### config.mk
export PLATFORM = sky130hd
export DESIGN_NAME = dma_engine
export DESIGN_NICKNAME = d
export VERILOG_FILES = /design/src/rtl/dma_pkg.sv /design/src/rtl/dma_regs.sv /design/src/rtl/dma_addr_gen.sv /design/src/rtl/dma_fsm.sv /design/src/rtl/dma_engine.sv
export SDC_FILE = /design/constraint.sdc
export NUM_CORES = 1
export LEC_CHECK = 0
export ABC_AREA = 0
export BUFFER_PORTS_ARGS = -buffer_cell sky130_fd_sc_hd__buf_4
export CAP_MARGIN = 20
export CORE_MARGIN = 5
export CORE_UTILIZATION = 52
export DETAILED_ROUTE_END_ITERATION = 8
export GPL_TIMING_DRIVEN = 0
export PLACE_DENSITY_LB_ADDON = 0.08
export REMOVE_ABC_BUFFERS = 1
export SYNTH_ARGS = -nofsm -noshare
export SYNTH_HDL_FRONTEND = slang
export SYNTH_HIERARCHICAL = 1
export SYNTH_SLANG_ARGS = --single-unit
export TNS_END_PERCENT = 100
### constraint.sdc
create_clock -name clk -period 6.2 [get_ports clk]
set_input_delay 0.93 -clock clk [delete_from_list [all_inputs] [get_ports clk]]
set_output_delay 0.93 -clock clk [all_outputs]
set_load 0.05 [all_outputs]
### src/rtl/dma_pkg.sv
package dma_pkg;

  typedef enum logic [1:0] {
    WID_B1  = 2'd0,
    WID_B2  = 2'd1,
    WID_B4  = 2'd2,
    WID_BAD = 2'd3
  } wid_e;

  typedef enum logic [1:0] {
    DIR_MM  = 2'd0,
    DIR_PM  = 2'd1,
    DIR_MP  = 2'd2,
    DIR_RSV = 2'd3
  } dir_e;

  typedef enum logic [1:0] {
    ST_IDLE  = 2'd0,
    ST_READ  = 2'd1,
    ST_WRITE = 2'd2
  } st_e;

  localparam logic [2:0] RA_SRC  = 3'd0;
  localparam logic [2:0] RA_DST  = 3'd1;
  localparam logic [2:0] RA_CNT  = 3'd2;
  localparam logic [2:0] RA_CTRL = 3'd3;
  localparam logic [2:0] RA_STAT = 3'd4;

  localparam int CTL_START_BIT = 4;

  // alignment rule for an address's two low bits under a size code
  function automatic logic bad_align(input wid_e w, input logic [1:0] lsb);
    case (w)
      WID_B1:  return 1'b0;
      WID_B2:  return lsb[0];
      WID_B4:  return |lsb;
      default: return 1'b1;
    endcase
  endfunction

endpackage

### src/rtl/dma_regs.sv
module dma_regs
  import dma_pkg::*;
#(
  parameter int AW = 32,
  parameter int CW = 16
) (
  input  logic          clk,
  input  logic          rst_n,
  input  logic          cfg_we,
  input  logic [2:0]    cfg_addr,
  input  logic [AW-1:0] cfg_wdata,
  input  logic          busy,
  input  logic          set_done,
  input  logic          set_err,
  output logic [AW-1:0] src_q,
  output logic [AW-1:0] dst_q,
  output logic [CW-1:0] cnt_q,
  output wid_e          wid_q,
  output dir_e          dir_q,
  output logic          start,
  output wid_e          start_wid,
  output logic          done_q,
  output logic          err_q,
  output logic [AW-1:0] cfg_rdata
);

  logic cfg_open;
  logic src_en, dst_en, cnt_en, ctl_en, stat_en;
  logic stat_wr;
  logic done_d, err_d;

  // configuration is writable only while the channel is idle
  assign cfg_open = cfg_we && !busy;
  assign src_en   = cfg_open && (cfg_addr == RA_SRC);
  assign dst_en   = cfg_open && (cfg_addr == RA_DST);
  assign cnt_en   = cfg_open && (cfg_addr == RA_CNT);
  assign ctl_en   = cfg_open && (cfg_addr == RA_CTRL);
  assign stat_wr  = cfg_we && (cfg_addr == RA_STAT);

  assign start     = ctl_en && cfg_wdata[CTL_START_BIT];
  assign start_wid = wid_e'(cfg_wdata[1:0]);

  // sticky flags, set has priority over a write-one clear
  always_comb begin
    done_d = done_q;
    err_d  = err_q;
    if (stat_wr && cfg_wdata[0]) done_d = 1'b0;
    if (stat_wr && cfg_wdata[1]) err_d  = 1'b0;
    if (set_done) done_d = 1'b1;
    if (set_err)  err_d  = 1'b1;
  end

  assign stat_en = stat_wr || set_done || set_err;

  always_ff @(posedge clk or negedge rst_n) begin
    if (!rst_n) begin
      src_q  <= '0;
      dst_q  <= '0;
      cnt_q  <= '0;
      wid_q  <= WID_B1;
      dir_q  <= DIR_MM;
      done_q <= 1'b0;
      err_q  <= 1'b0;
    end else begin
      if (src_en) src_q <= cfg_wdata;
      if (dst_en) dst_q <= cfg_wdata;
      if (cnt_en) cnt_q <= cfg_wdata[CW-1:0];
      if (ctl_en) begin
        wid_q <= wid_e'(cfg_wdata[1:0]);
        dir_q <= dir_e'(cfg_wdata[3:2]);
      end
      if (stat_en) begin
        done_q <= done_d;
        err_q  <= err_d;
      end
    end
  end

  always_comb begin
    case (cfg_addr)
      RA_SRC:  cfg_rdata = src_q;
      RA_DST:  cfg_rdata = dst_q;
      RA_CNT:  cfg_rdata = AW'(cnt_q);
      RA_CTRL: cfg_rdata = AW'({dir_q, wid_q});
      RA_STAT: cfg_rdata = AW'({busy, err_q, done_q});
      default: cfg_rdata = '0;
    endcase
  end

endmodule

### src/rtl/dma_addr_gen.sv
module dma_addr_gen
  import dma_pkg::*;
#(
  parameter int AW = 32
) (
  input  logic          clk,
  input  logic          rst_n,
  input  logic          load,
  input  logic          adv,
  input  logic [AW-1:0] src_base,
  input  logic [AW-1:0] dst_base,
  input  wid_e          wid,
  input  dir_e          dir,
  output logic [AW-1:0] src_cur,
  output logic [AW-1:0] dst_cur
);

  localparam int NSIDE = 2;  // side 0 reads, side 1 writes

  logic [NSIDE-1:0][AW-1:0] base_all;
  logic [NSIDE-1:0][AW-1:0] cur_all;
  logic [NSIDE-1:0]         hold_all;
  logic [AW-1:0]            stride;

  assign stride      = AW'(1) << wid;
  assign base_all    = {dst_base, src_base};
  // one side parks on a fixed register for peripheral directions
  assign hold_all[0] = (dir == DIR_PM);
  assign hold_all[1] = (dir == DIR_MP);

  for (genvar g = 0; g < NSIDE; g++) begin : g_side
    logic [AW-1:0] cur_q;
    logic [AW-1:0] cur_d;
    logic          cur_en;

    always_comb begin
      cur_d = cur_q;
      if (load)                  cur_d = base_all[g];
      else if (adv && !hold_all[g]) cur_d = cur_q + stride;
    end

    assign cur_en = load || adv;

    always_ff @(posedge clk or negedge rst_n) begin
      if (!rst_n)      cur_q <= '0;
      else if (cur_en) cur_q <= cur_d;
    end

    assign cur_all[g] = cur_q;
  end

  assign src_cur = cur_all[0];
  assign dst_cur = cur_all[1];

endmodule

### src/rtl/dma_fsm.sv
module dma_fsm
  import dma_pkg::*;
#(
  parameter int CW = 16,
  parameter int DW = 32
) (
  input  logic          clk,
  input  logic          rst_n,
  input  logic          start,
  input  wid_e          start_wid,
  input  logic [CW-1:0] cnt,
  input  logic [1:0]    src_lsb,
  input  logic [1:0]    dst_lsb,
  input  logic          bus_gnt,
  input  logic [DW-1:0] bus_rdata,
  output logic          busy,
  output logic          bus_req,
  output logic          bus_we,
  output logic          load,
  output logic          adv,
  output logic          set_done,
  output logic          set_err,
  output logic [DW-1:0] data_q
);

  st_e           state_q, state_d;
  logic [CW-1:0] rem_q, rem_d;
  logic          cap;
  logic          rem_en;

  always_comb begin
    state_d  = state_q;
    rem_d    = rem_q;
    load     = 1'b0;
    adv      = 1'b0;
    set_done = 1'b0;
    set_err  = 1'b0;
    cap      = 1'b0;
    case (state_q)
      ST_IDLE: begin
        if (start) begin
          if (bad_align(start_wid, src_lsb) || bad_align(start_wid, dst_lsb)) begin
            set_err = 1'b1;
          end else if (cnt == '0) begin
            set_done = 1'b1;
          end else begin
            load    = 1'b1;
            rem_d   = cnt;
            state_d = ST_READ;
          end
        end
      end
      ST_READ: begin
        if (bus_gnt) begin
          cap     = 1'b1;
          state_d = ST_WRITE;
        end
      end
      ST_WRITE: begin
        if (bus_gnt) begin
          adv = 1'b1;
          if (rem_q == CW'(1)) begin
            set_done = 1'b1;
            state_d  = ST_IDLE;
          end else begin
            rem_d   = rem_q - CW'(1);
            state_d = ST_READ;
          end
        end
      end
      default: state_d = ST_IDLE;
    endcase
  end

  assign rem_en = load || adv;

  always_ff @(posedge clk or negedge rst_n) begin
    if (!rst_n) begin
      state_q <= ST_IDLE;
      rem_q   <= '0;
      data_q  <= '0;
    end else begin
      state_q <= state_d;
      if (rem_en) rem_q  <= rem_d;
      if (cap)    data_q <= bus_rdata;
    end
  end

  assign busy    = (state_q != ST_IDLE);
  assign bus_req = busy;
  assign bus_we  = (state_q == ST_WRITE);

endmodule

### src/rtl/dma_engine.sv
module dma_engine
  import dma_pkg::*;
#(
  parameter int AW = 32,
  parameter int CW = 16,
  parameter int DW = 32
) (
  input  logic          clk,
  input  logic          rst_n,
  input  logic          cfg_we,
  input  logic [2:0]    cfg_addr,
  input  logic [AW-1:0] cfg_wdata,
  output logic [AW-1:0] cfg_rdata,
  output logic          irq,
  output logic          bus_req,
  input  logic          bus_gnt,
  output logic          bus_we,
  output logic [AW-1:0] bus_addr,
  output logic [1:0]    bus_size,
  output logic [DW-1:0] bus_wdata,
  input  logic [DW-1:0] bus_rdata
);

  logic [1:0]    rst_pipe;
  logic          rst_q_n;
  logic [AW-1:0] src_q, dst_q, src_cur, dst_cur;
  logic [CW-1:0] cnt_q;
  wid_e          wid_q, start_wid;
  dir_e          dir_q;
  logic          start, busy, load, adv, set_done, set_err, done_q, err_q;

  // asynchronous assertion, synchronous release
  always_ff @(posedge clk or negedge rst_n) begin
    if (!rst_n) rst_pipe <= 2'b00;
    else        rst_pipe <= {rst_pipe[0], 1'b1};
  end
  assign rst_q_n = rst_pipe[1];

  dma_regs #(.AW(AW), .CW(CW)) u_regs (
    .clk       (clk),
    .rst_n     (rst_q_n),
    .cfg_we    (cfg_we),
    .cfg_addr  (cfg_addr),
    .cfg_wdata (cfg_wdata),
    .busy      (busy),
    .set_done  (set_done),
    .set_err   (set_err),
    .src_q     (src_q),
    .dst_q     (dst_q),
    .cnt_q     (cnt_q),
    .wid_q     (wid_q),
    .dir_q     (dir_q),
    .start     (start),
    .start_wid (start_wid),
    .done_q    (done_q),
    .err_q     (err_q),
    .cfg_rdata (cfg_rdata)
  );

  dma_fsm #(.CW(CW), .DW(DW)) u_fsm (
    .clk       (clk),
    .rst_n     (rst_q_n),
    .start     (start),
    .start_wid (start_wid),
    .cnt       (cnt_q),
    .src_lsb   (src_q[1:0]),
    .dst_lsb   (dst_q[1:0]),
    .bus_gnt   (bus_gnt),
    .bus_rdata (bus_rdata),
    .busy      (busy),
    .bus_req   (bus_req),
    .bus_we    (bus_we),
    .load      (load),
    .adv       (adv),
    .set_done  (set_done),
    .set_err   (set_err),
    .data_q    (bus_wdata)
  );

  dma_addr_gen #(.AW(AW)) u_addr (
    .clk      (clk),
    .rst_n    (rst_q_n),
    .load     (load),
    .adv      (adv),
    .src_base (src_q),
    .dst_base (dst_q),
    .wid      (wid_q),
    .dir      (dir_q),
    .src_cur  (src_cur),
    .dst_cur  (dst_cur)
  );

  assign bus_addr = bus_we ? dst_cur : src_cur;
  assign bus_size = wid_q;
  assign irq      = done_q;

endmodule

# Yosys cells after proc, flatten, opt, wreduce, memory -nomap -nowiden
# Cells that the tools add are included.
# word_totals
ff_bits,202
memories,0
ramBits,0
mem_bits_ro,0
latchBits,0
inputBits,71
wordCells,115
# classes
n_shift,1
magnitude_cmp,0
mul,0
bitwise,0
eq_ne,17
add_sub_neg,3
muxes,45
reduce_logical,36
div,0
# op_table
cell,count
32-bit two-way mux,5
32-bit one-hot mux with 5 select lines,1
16-bit two-way mux,5
32-bit adder,2
16-bit one-hot mux with 2 select lines,1
1-bit by 2-bit left shift with 32-bit output (first input constant),1
1-bit two-way mux,24
16-bit by 1-bit == test with 1-bit output (second input constant),1
16-bit zero test,1
16-bit by 1-bit subtractor with 16-bit output (second input constant),1
2-bit != test (second input constant),6
2-bit nonzero test,6
1-bit logical AND,11
2-bit two-way mux,5
2-bit AND reduction,4
7-bit AND reduction,1
2-bit by 1-bit == test with 1-bit output (second input constant),3
2-bit == test (second input constant),3
3-bit by 2-bit == test with 1-bit output (second input constant),2
1-bit one-hot mux with 3 select lines,2
2-bit one-hot mux with 3 select lines,1
5-bit AND reduction,1
2-bit zero test,2
1-bit logical OR,4
other kinds (6),9

# Longest topological paths before layout
# Gate-level depths: netlist of run 1.
# depth
word_depth,14
depth_mapped,13

# Modules after synthesis
# The synthesis of run 1 kept the hierarchy.
# by_module_without_submodules
mod,cells_each,n_inst,area_each_um2
dma_addr_gen,505,1,4366.7
dma_regs,303,1,3976.3
dma_fsm,212,1,2419.8
dma_engine,39,1,598.1

# Least setup slack after synthesis of run 1
# No wires, ideal clock.
# synth_timing
path_kind,input -> output
start,input port cfg_addr[1]
end,output port cfg_rdata[2]
n_path_buf,2
stages,4
required_time_ps,5270
path_slack_ps,2800
arrival_ps,2470
path_cell_list,buf_2 -> buf_2 -> mux2i_1 -> o21ai_0
# synth_between
elab_chain_len,2
word_cells_on_any_way,6
cone_classes,eq/ne (4); mux (1); reduce/logical (1)
# synth_lines
item,line_no,text
start: declaration,dma_engine.sv:11,"input logic [2:0] cfg_addr,"
"3-bit == test, or another cell as far along",dma_regs.sv:80,case (cfg_addr)
32-bit one-hot mux with 5 select lines (*),dma_regs.sv:80,
end: declaration,dma_engine.sv:13,"output logic [AW-1:0] cfg_rdata,"
# Every way passes the cells marked *; elsewhere a longest branch is shown, timed or not.

# Final worst setup path of run 1
# layout_timing
start,register u_fsm.state_q[1]
end,"register u_addr.g_side[0].cur_q[3], in the netlist u_addr/src_cur[3]"
# layout_between
elab_chain_len,9
word_cells_on_any_way,15
cone_classes,eq/ne (1); mux (4); reduce/logical (10)
# layout_lines
item,line_no,text
start: declaration,dma_fsm.sv:26,"st_e state_q, state_d;"
start signal: assignment,dma_fsm.sv:83,state_q <= state_d;
2-bit nonzero test (*),dma_fsm.sv:89,assign busy = (state_q != ST_IDLE);
1-bit zero test (*),dma_regs.sv:33,assign cfg_open = cfg_we && !busy;
1-bit logical AND (*),dma_regs.sv:33,
1-bit logical AND (*),dma_regs.sv:37,assign ctl_en = cfg_open && (cfg_addr == RA_CTRL);
1-bit logical AND (*),dma_regs.sv:40,assign start = ctl_en && cfg_wdata[CTL_START_BIT];
net start,dma_engine.sv:30,"logic start, busy, load, adv, set_done, set_err, done_q, err_q;"
1-bit two-way mux (*),dma_fsm.sv:41,if (start) begin
1-bit two-way mux (*),dma_fsm.sv:39,case (state_q)
net load,dma_engine.sv:30,
2-bit nonzero test (no line) / 1-bit logical OR (equally long branches),-,
2-bit AND reduction (no line),-,
end signal: assignment,dma_addr_gen.sv:46,else if (cur_en) cur_q <= cur_d;
end: declaration,dma_addr_gen.sv:32,logic [AW-1:0] cur_q;
# The timed path passes the listed nets; every way through them passes the cells marked *.
# A chain may end at the register's enable or synchronous reset.

==> flow_summary.toml, run 1 <==
[floorplan]
num_io_pins = 172
fp.dieW_um = 158
core_um2 = 21700
rows = 54
die_h_um = 158
die_area_um2 = 24900
initial_utilization = 0.524

[critical_path]
worstPathMaxFanout = 93
path_cells = "nor2_1 > inv_1 > nor3b_2 > nand3_1 > nor2_1 > nand4_2 > inv_2 > inv_4 > and3_1 > a21oi_1 > o31ai_1"
cpMaxStageDelayCell = "inv_2"
crit_path_start_kind = "flop"
crit_top_cell = "nor2_1"
reg2reg_depth = 11
worstSetupPathType = "reg2reg"
worstPathRequired_ps = 6560
worstReg2RegStart = "u_fsm/state_q[1]$_DFFE_PN0P_"
cp.arrival_ps = 4730
r2r_end = "u_addr/src_cur[3]$_DFFE_PN0P_"
cp-end-kind = "flop"
cpPeakStageDelay_ps = 900
r2r_setup_slack_ps = 1830

[timing]
fin_crit_sh = 0.705
hold_viol = 0
fin_tns_setup_ps = 0
worst_pin_slew_ps = 1060
clock.fmax_ghz = 0.229
rsz0062_at_grt = "false"
relSlewSlack = 0.295
min_period_ps = 4370
fin_skew_ps = 8.53
setup_violations = 0
drv_slew = 0
hold_slack_ps = 178

[clock_tree]
clockBufferDepth = 3
clock-sinks = 202
postCtsSetupBuffers = 0
holdBufCountCts = 0
ctsResizeCount = 0
cts_buffers = 24
cts_tree = "yes"
root_buffer = "clkbuf_16"
clkSlewWorstSetupHoldPaths_ps = 60
htreeDepth = 1
clock_latency_ps = 520

[logic_synthesis]
synth-simple-area-share = 0.170
synth_common_cells = "dfrtp_1, mux2_2, nor2_1"
ys_async_sr_fraction = 1.00
synth_top_family_by_area = "multiplexers"
synth_top_area_cell = "dfrtp_1"
synth_warnings = 6
synthAdderAreaFrac = 0.0108
ys_ff_latch = 202
ys_top_cells_by_area = "dfrtp_1, mux2_2, mux2_4, mux2i_1, nor2_1"
synth.distinct_cells = 86
synth_edf_count = 0
yosysTopAreaCellShare = 0.445
syn-instance-count = 1059
synth_area_per_cell_um2 = 10.7
muxShareOfSynthArea = 0.195
synth-xor-area-share = 0.00540
synth_ff_type = "dfrtp_1"
synth_compound_area_frac = 0.125
netlist_area_um2 = 11400
ys_seq_area_frac = 0.445
synth.most_common_cell = "dfrtp_1"

[placement]
place.gp.congestion = 0.873
portBuffers = 171
dp_hpwl_um = 20700
dp.cells = 1447

[final_layout]
fin_cells = 1485
nNetsFinal = 1272
synthToLayoutAreaGrowth_pct = 18.1
seq_area_um2 = 5060
drive_above_1_share = 0.352
nFillCells = 1849
multi_input_area_um2 = 5760
n_antenna_cell = 0

[global_routing]
grt_pass1_wl_um = 48400
grt_max_degree = 94
groute.usage.overall = 0.242
first_global_vias = 8915
antenna_found_initial = 0
grt_overflow = 0

[route]
drtIter0Drc = 718
ant_nets = 0
drc_errors = 0
drtPass1Iterations = 5
avgViaCountPerCell = 6.08
vias = 9031
wl_per_cell_um = 20.4
drt_wl_total_um = 30400

[power]
ir_worst_vdd_v = 0.000368
p_total_mw = 7.29
p_per_area_nw_per_um2 = 543
power_leakage_nw = 5.77

[job]
drv_cap = 0

[min_path]
holdCritPathClass = "in2async"

[outcome]
status = "finished, final reports clean"
## cells by family (layout without fill, tap and decap cells)
logic type / Yosys count / count (layout)
xor gates and xnor gates: 7 / 7
DFF: 202 / 202
muxes: 190 / 190
other: 1 / 1
and+or+nand+nor: 354 / 354
adders and majority gates: 10 / 10
buffers and inverters: 94 / 240
AOI/OAI and AO/OA: 201 / 201
## metal layers
metal	up-vias	track usage	share of wire	routed length [um]
met3	56	0.0306	0.057	1720
met4	0	0.0623	0.019	582
met5	-	0	0	0
met2	272	0.407	0.49	14800
met1	4478	0.333	0.44	13300
li1	4225	-	-	-
## state kept, by name (all words and copies together) (netlist names)
| register | cells |
|---|---|
| u_addr/dst_cur | 32 |
| rst_pipe | 2 |
| u_fsm/state_q | 2 |
| u_regs/err_q | 1 |
| u_addr/src_cur | 32 |
| u_regs/done_q | 1 |
| u_regs/wid_q | 2 |
| u_regs/dst_q | 32 |
| u_regs/cnt_q | 16 |
| u_fsm/data_q | 32 |
| u_fsm/rem_q | 16 |
| u_regs/dir_q | 2 |
| u_regs/src_q | 32 |
## worst max-delay path, delay by kind of cell (launching register included)
| family | cells | cell delay (ps) |
|---|---|---|
| simple gates | 6 | 1880 |
| flops | 1 | 400 |
| buf+inv | 3 | 1620 |
| compound gates | 2 | 270 |
## worst max-delay path by stage
stage	slack (ps)	depth (start not counted)	to	from
after detailed placement	1430	10	u_addr/src_cur[3]$_DFFE_PN0P_	cfg_addr[2]
final	1830	11	u_addr/src_cur[3]$_DFFE_PN0P_	u_fsm/state_q[1]$_DFFE_PN0P_
after global routing	1400	11	u_addr/src_cur[3]$_DFFE_PN0P_	u_fsm/state_q[1]$_DFFE_PN0P_
after CTS	1860	11	u_addr/src_cur[3]$_DFFE_PN0P_	u_fsm/state_q[1]$_DFFE_PN0P_
after floorplan	150	0	u_addr/dst_cur[0]$_DFFE_PN0P_	rst_pipe[1]$_DFF_PN0_
after global placement	-2490	0	u_regs/cnt_q[8]$_DFFE_PN0P_	rst_pipe[1]$_DFF_PN0_
## placed cells by master (no fill, tap or decap), drive strengths merged, types with 4 or more instances in the layout
| cell | netlist | routed |
|---|---|---|
| nand2b | 9 | 9 |
| nor3 | 10 | 10 |
| nand4 | 26 | 26 |
| or4 | 29 | 29 |
| a211o | 4 | 4 |
| o22ai | 6 | 6 |
| nor2b | 5 | 5 |
| inv | 22 | 22 |
| a21o | 5 | 5 |
| and3 | 9 | 9 |
| mux2i | 36 | 36 |
| a31oi | 43 | 43 |
| mux2 | 153 | 153 |
| and2 | 9 | 9 |
| xor2 | 5 | 5 |
| dfrtp | 202 | 202 |
| buf | 40 | 180 |
| o311ai | 4 | 4 |
| o211ai | 10 | 10 |
| and4 | 4 | 4 |
| o31a | 4 | 4 |
| o21a | 4 | 4 |
| ha | 8 | 8 |
| or3 | 19 | 19 |
| a32o | 4 | 4 |
| nand3 | 39 | 39 |
| o31ai | 25 | 25 |
| a21oi | 23 | 23 |
| a22oi | 5 | 5 |
| clkbuf | 32 | 36 |
| or2 | 19 | 19 |
| nand2 | 67 | 67 |
| nor4 | 14 | 14 |
| o21ai | 40 | 40 |
| nor2 | 84 | 84 |
| a31o | 5 | 5 |
## layout make-up
cell class / instances / share of cell area
Multi-Input combinational cell: 763 / 0.429
Timing Repair Buffer: 180 / 0.109
Sequential cell: 202 / 0.377
Clock inverter: 2 / 0.00159
Inverter: 22 / 0.00634
Tap cell: 280 / 0.0261
Clock buffer: 36 / 0.0503
## metrics by stage
stage / worst slack, ps / area, um2 / util
2_1_floorplan: 154 / 10900 / -
4_1_cts: 1860 / 13400 / 0.619
6_report: 1830 / 13400 / 0.619
3_3_place_gp: -2490 / 12500 / 0.578
3_5_place_dp: 1430 / 12700 / 0.587
5_1_grt: 1400 / 13400 / 0.619
## power breakdown
part	internal [mW]	leakage [nW]	switching (mW)
sequential	1.95	2.45	0.684
combinational	1.37	2.98	2.00
clock	0.744	0.339	0.535
Power figures use the tool's default switching activity.
==> run 2, diff against run 1 <==
==> constraint.sdc (replaced) <==
create_clock -name clk -period 4 [get_ports clk]
set_input_delay 0.6 -clock clk [delete_from_list [all_inputs] [get_ports clk]]
set_output_delay 0.6 -clock clk [all_outputs]
set_load 0.05 [all_outputs]
==> run 2 against run 1 <==
Clock power is 55% higher. Routed wire length stayed put. Maximum frequency is 15% higher. Global-route usage hardly changed. Core utilization is 0.14 points higher. Sequential cell count stayed put. Via count is 0.74% lower. First-iteration DRC count is 10% lower. Design area is 0.23% higher. Critical endpoint is now u_addr/dst_cur[26]$_DFFE_PN0P_. Highest routed layer unchanged.
==> flow_summary.toml, run 2 (synthesis results as in run 1) <==
[outcome]
status = "finished, final reports clean"

[final_layout]
final_common_cell = "dfrtp_1"
fin_cells = 1486
layout_common_cells = "dfrtp_1, buf_4, mux2_2"
n_antenna_cell = 0
nNetsFinal = 1273
synthToLayoutAreaGrowth_pct = 18.4
design_area_um2 = 13500
drive_above_1_share = 0.352

[route]
vias = 8964
avgViaCountPerCell = 6.03
drtPass1Iterations = 6
drc_errors = 0
drt_wl_total_um = 30400
wl_per_cell_um = 20.4
ant_nets = 0
drtIter0Drc = 646

[timing]
fin_crit_sh = 0.948
min_period_ps = 3790
setup_violations = 0
relSlewSlack = 0.316
drv_slew = 0
fin_skew_ps = 12.4
hold_slack_ps = 202
clock.fmax_ghz = 0.264
worst_pin_slew_ps = 1030
rsz0062_at_grt = "false"
hold_viol = 0

[placement]
portBuffers = 171
dp.cells = 1447
place.gp.congestion = 0.873
dp_hpwl_um = 20700
placed_cell_area_um2 = 12700

[floorplan]
initial_utilization = 0.524
rows = 54
core_um2 = 21700
die_h_um = 158
num_io_pins = 172
die_area_um2 = 24900
fp.dieW_um = 158

[power]
seqPwrFrac = 0.361
ir_worst_vdd_v = 0.000570
p_per_area_nw_per_um2 = 840
power_leakage_nw = 5.77
switching_share = 0.442
p_int_mw = 6.30
p_switching_mw = 4.99
power_frac_comb = 0.464
power_frac_clock = 0.175

[global_routing]
antenna_found_initial = 0
first_global_vias = 8914
grt_max_degree = 94
grt_pass1_wl_um = 48400
grt_overflow = 0
groute.usage.overall = 0.242

[critical_path]
cp.arrival_ps = 4240
worstSetupPathType = "reg2reg"
cp-end-kind = "flop"
worstPathMaxFanout = 26
worstPathRequired_ps = 4440
crit_path_start_kind = "flop"

[job]
drv_cap = 0

[clock_tree]
cts_buffers = 24
clkSlewWorstSetupHoldPaths_ps = 60
clockBufferDepth = 3
clock-sinks = 202
htreeDepth = 1
clock_latency_ps = 520
cts_tree = "yes"
root_buffer = "clkbuf_16"
postCtsSetupBuffers = 0

[min_path]
holdCritPathClass = "reg2async"
-- run 2: final timing paths --
path,startpoint,to,slack [ps],cells past startpoint
max,u_fsm/state_q[0]$_DFFE_PN0P_,u_addr/dst_cur[26]$_DFFE_PN0P_,210,7
min,rst_pipe[1]$_DFF_PN0_,u_fsm/data_q[31]$_DFFE_PN0P_,200,0
max reg2reg,u_fsm/state_q[0]$_DFFE_PN0P_,u_addr/dst_cur[26]$_DFFE_PN0P_,210,7
min reg2reg,rst_pipe[1]$_DFF_PN0_,u_fsm/data_q[31]$_DFFE_PN0P_,200,0
max in group asynchronous,rst_pipe[1]$_DFF_PN0_,u_regs/src_q[12]$_DFFE_PN0P_,2850,2
min in group clk,bus_rdata[3],u_fsm/data_q[3]$_DFFE_PN0P_,310,2
-- run 2: what timing repair did --
| item | CTS | global route |
|---|---|---|
| gates cloned | 0 | 0 |
| hold buffers | 1 | 0 |
| endpoints found under the setup margin | 52 | 53 |
| endpoints found under the hold margin | 2 | 0 |
| resized for setup | 1 | 6 |
-- run 2: cell type report --
class	instances	area [um2]
Inverter	22	97.6
Sequential cell	202	5060
Clock buffer	36	676
Fill cell	1845	8240
Tap cell	280	350
Clock inverter	2	21.3
Timing Repair Buffer	181	1480
Multi-Input combinational cell	763	5770
-- run 2: layer usage --
layer  part of all wire  track usage  vias to the layer above
met5                  0            0                        -
met4              0.018       0.0623                        0
met3              0.057       0.0306                       51
met2               0.49        0.407                      263
met1               0.44        0.333                     4429
li1                   -            -                     4221
-- run 2: worst max-delay path: stages (launching register included) --
cell and delay [ps]:
dfrtp_1 400, nand2b_1 600, inv_6 510, and2_1 430, and3_1 590, nand3_1 450
or4_1 520, a31oi_1 180
-- run 2: power by group through the flow --
stage	Sequential (mW)	Combinational [mW]	Clock, mW
floorplan	4.38	3.33	0
global placement	4.08	5.09	0
detailed placement	4.09	5.24	0
CTS	4.06	5.26	2.03
global route	4.24	5.58	2.11
finish	4.08	5.24	1.98
-- run 2: metrics by stage --
stage | total power, mW | setup slack [ps] | setup TNS (ps) | utilization
global route | 11.9 | 16.3 | 0 | 0.620
CTS | 11.3 | 1.44 | 0 | 0.619
finish | 11.3 | 206 | 0 | 0.620
global placement | 9.17 | -4690 | -1055010 | 0.578
floorplan | 7.71 | -2050 | -423330 | -
detailed placement | 9.34 | -441 | -11580 | 0.587
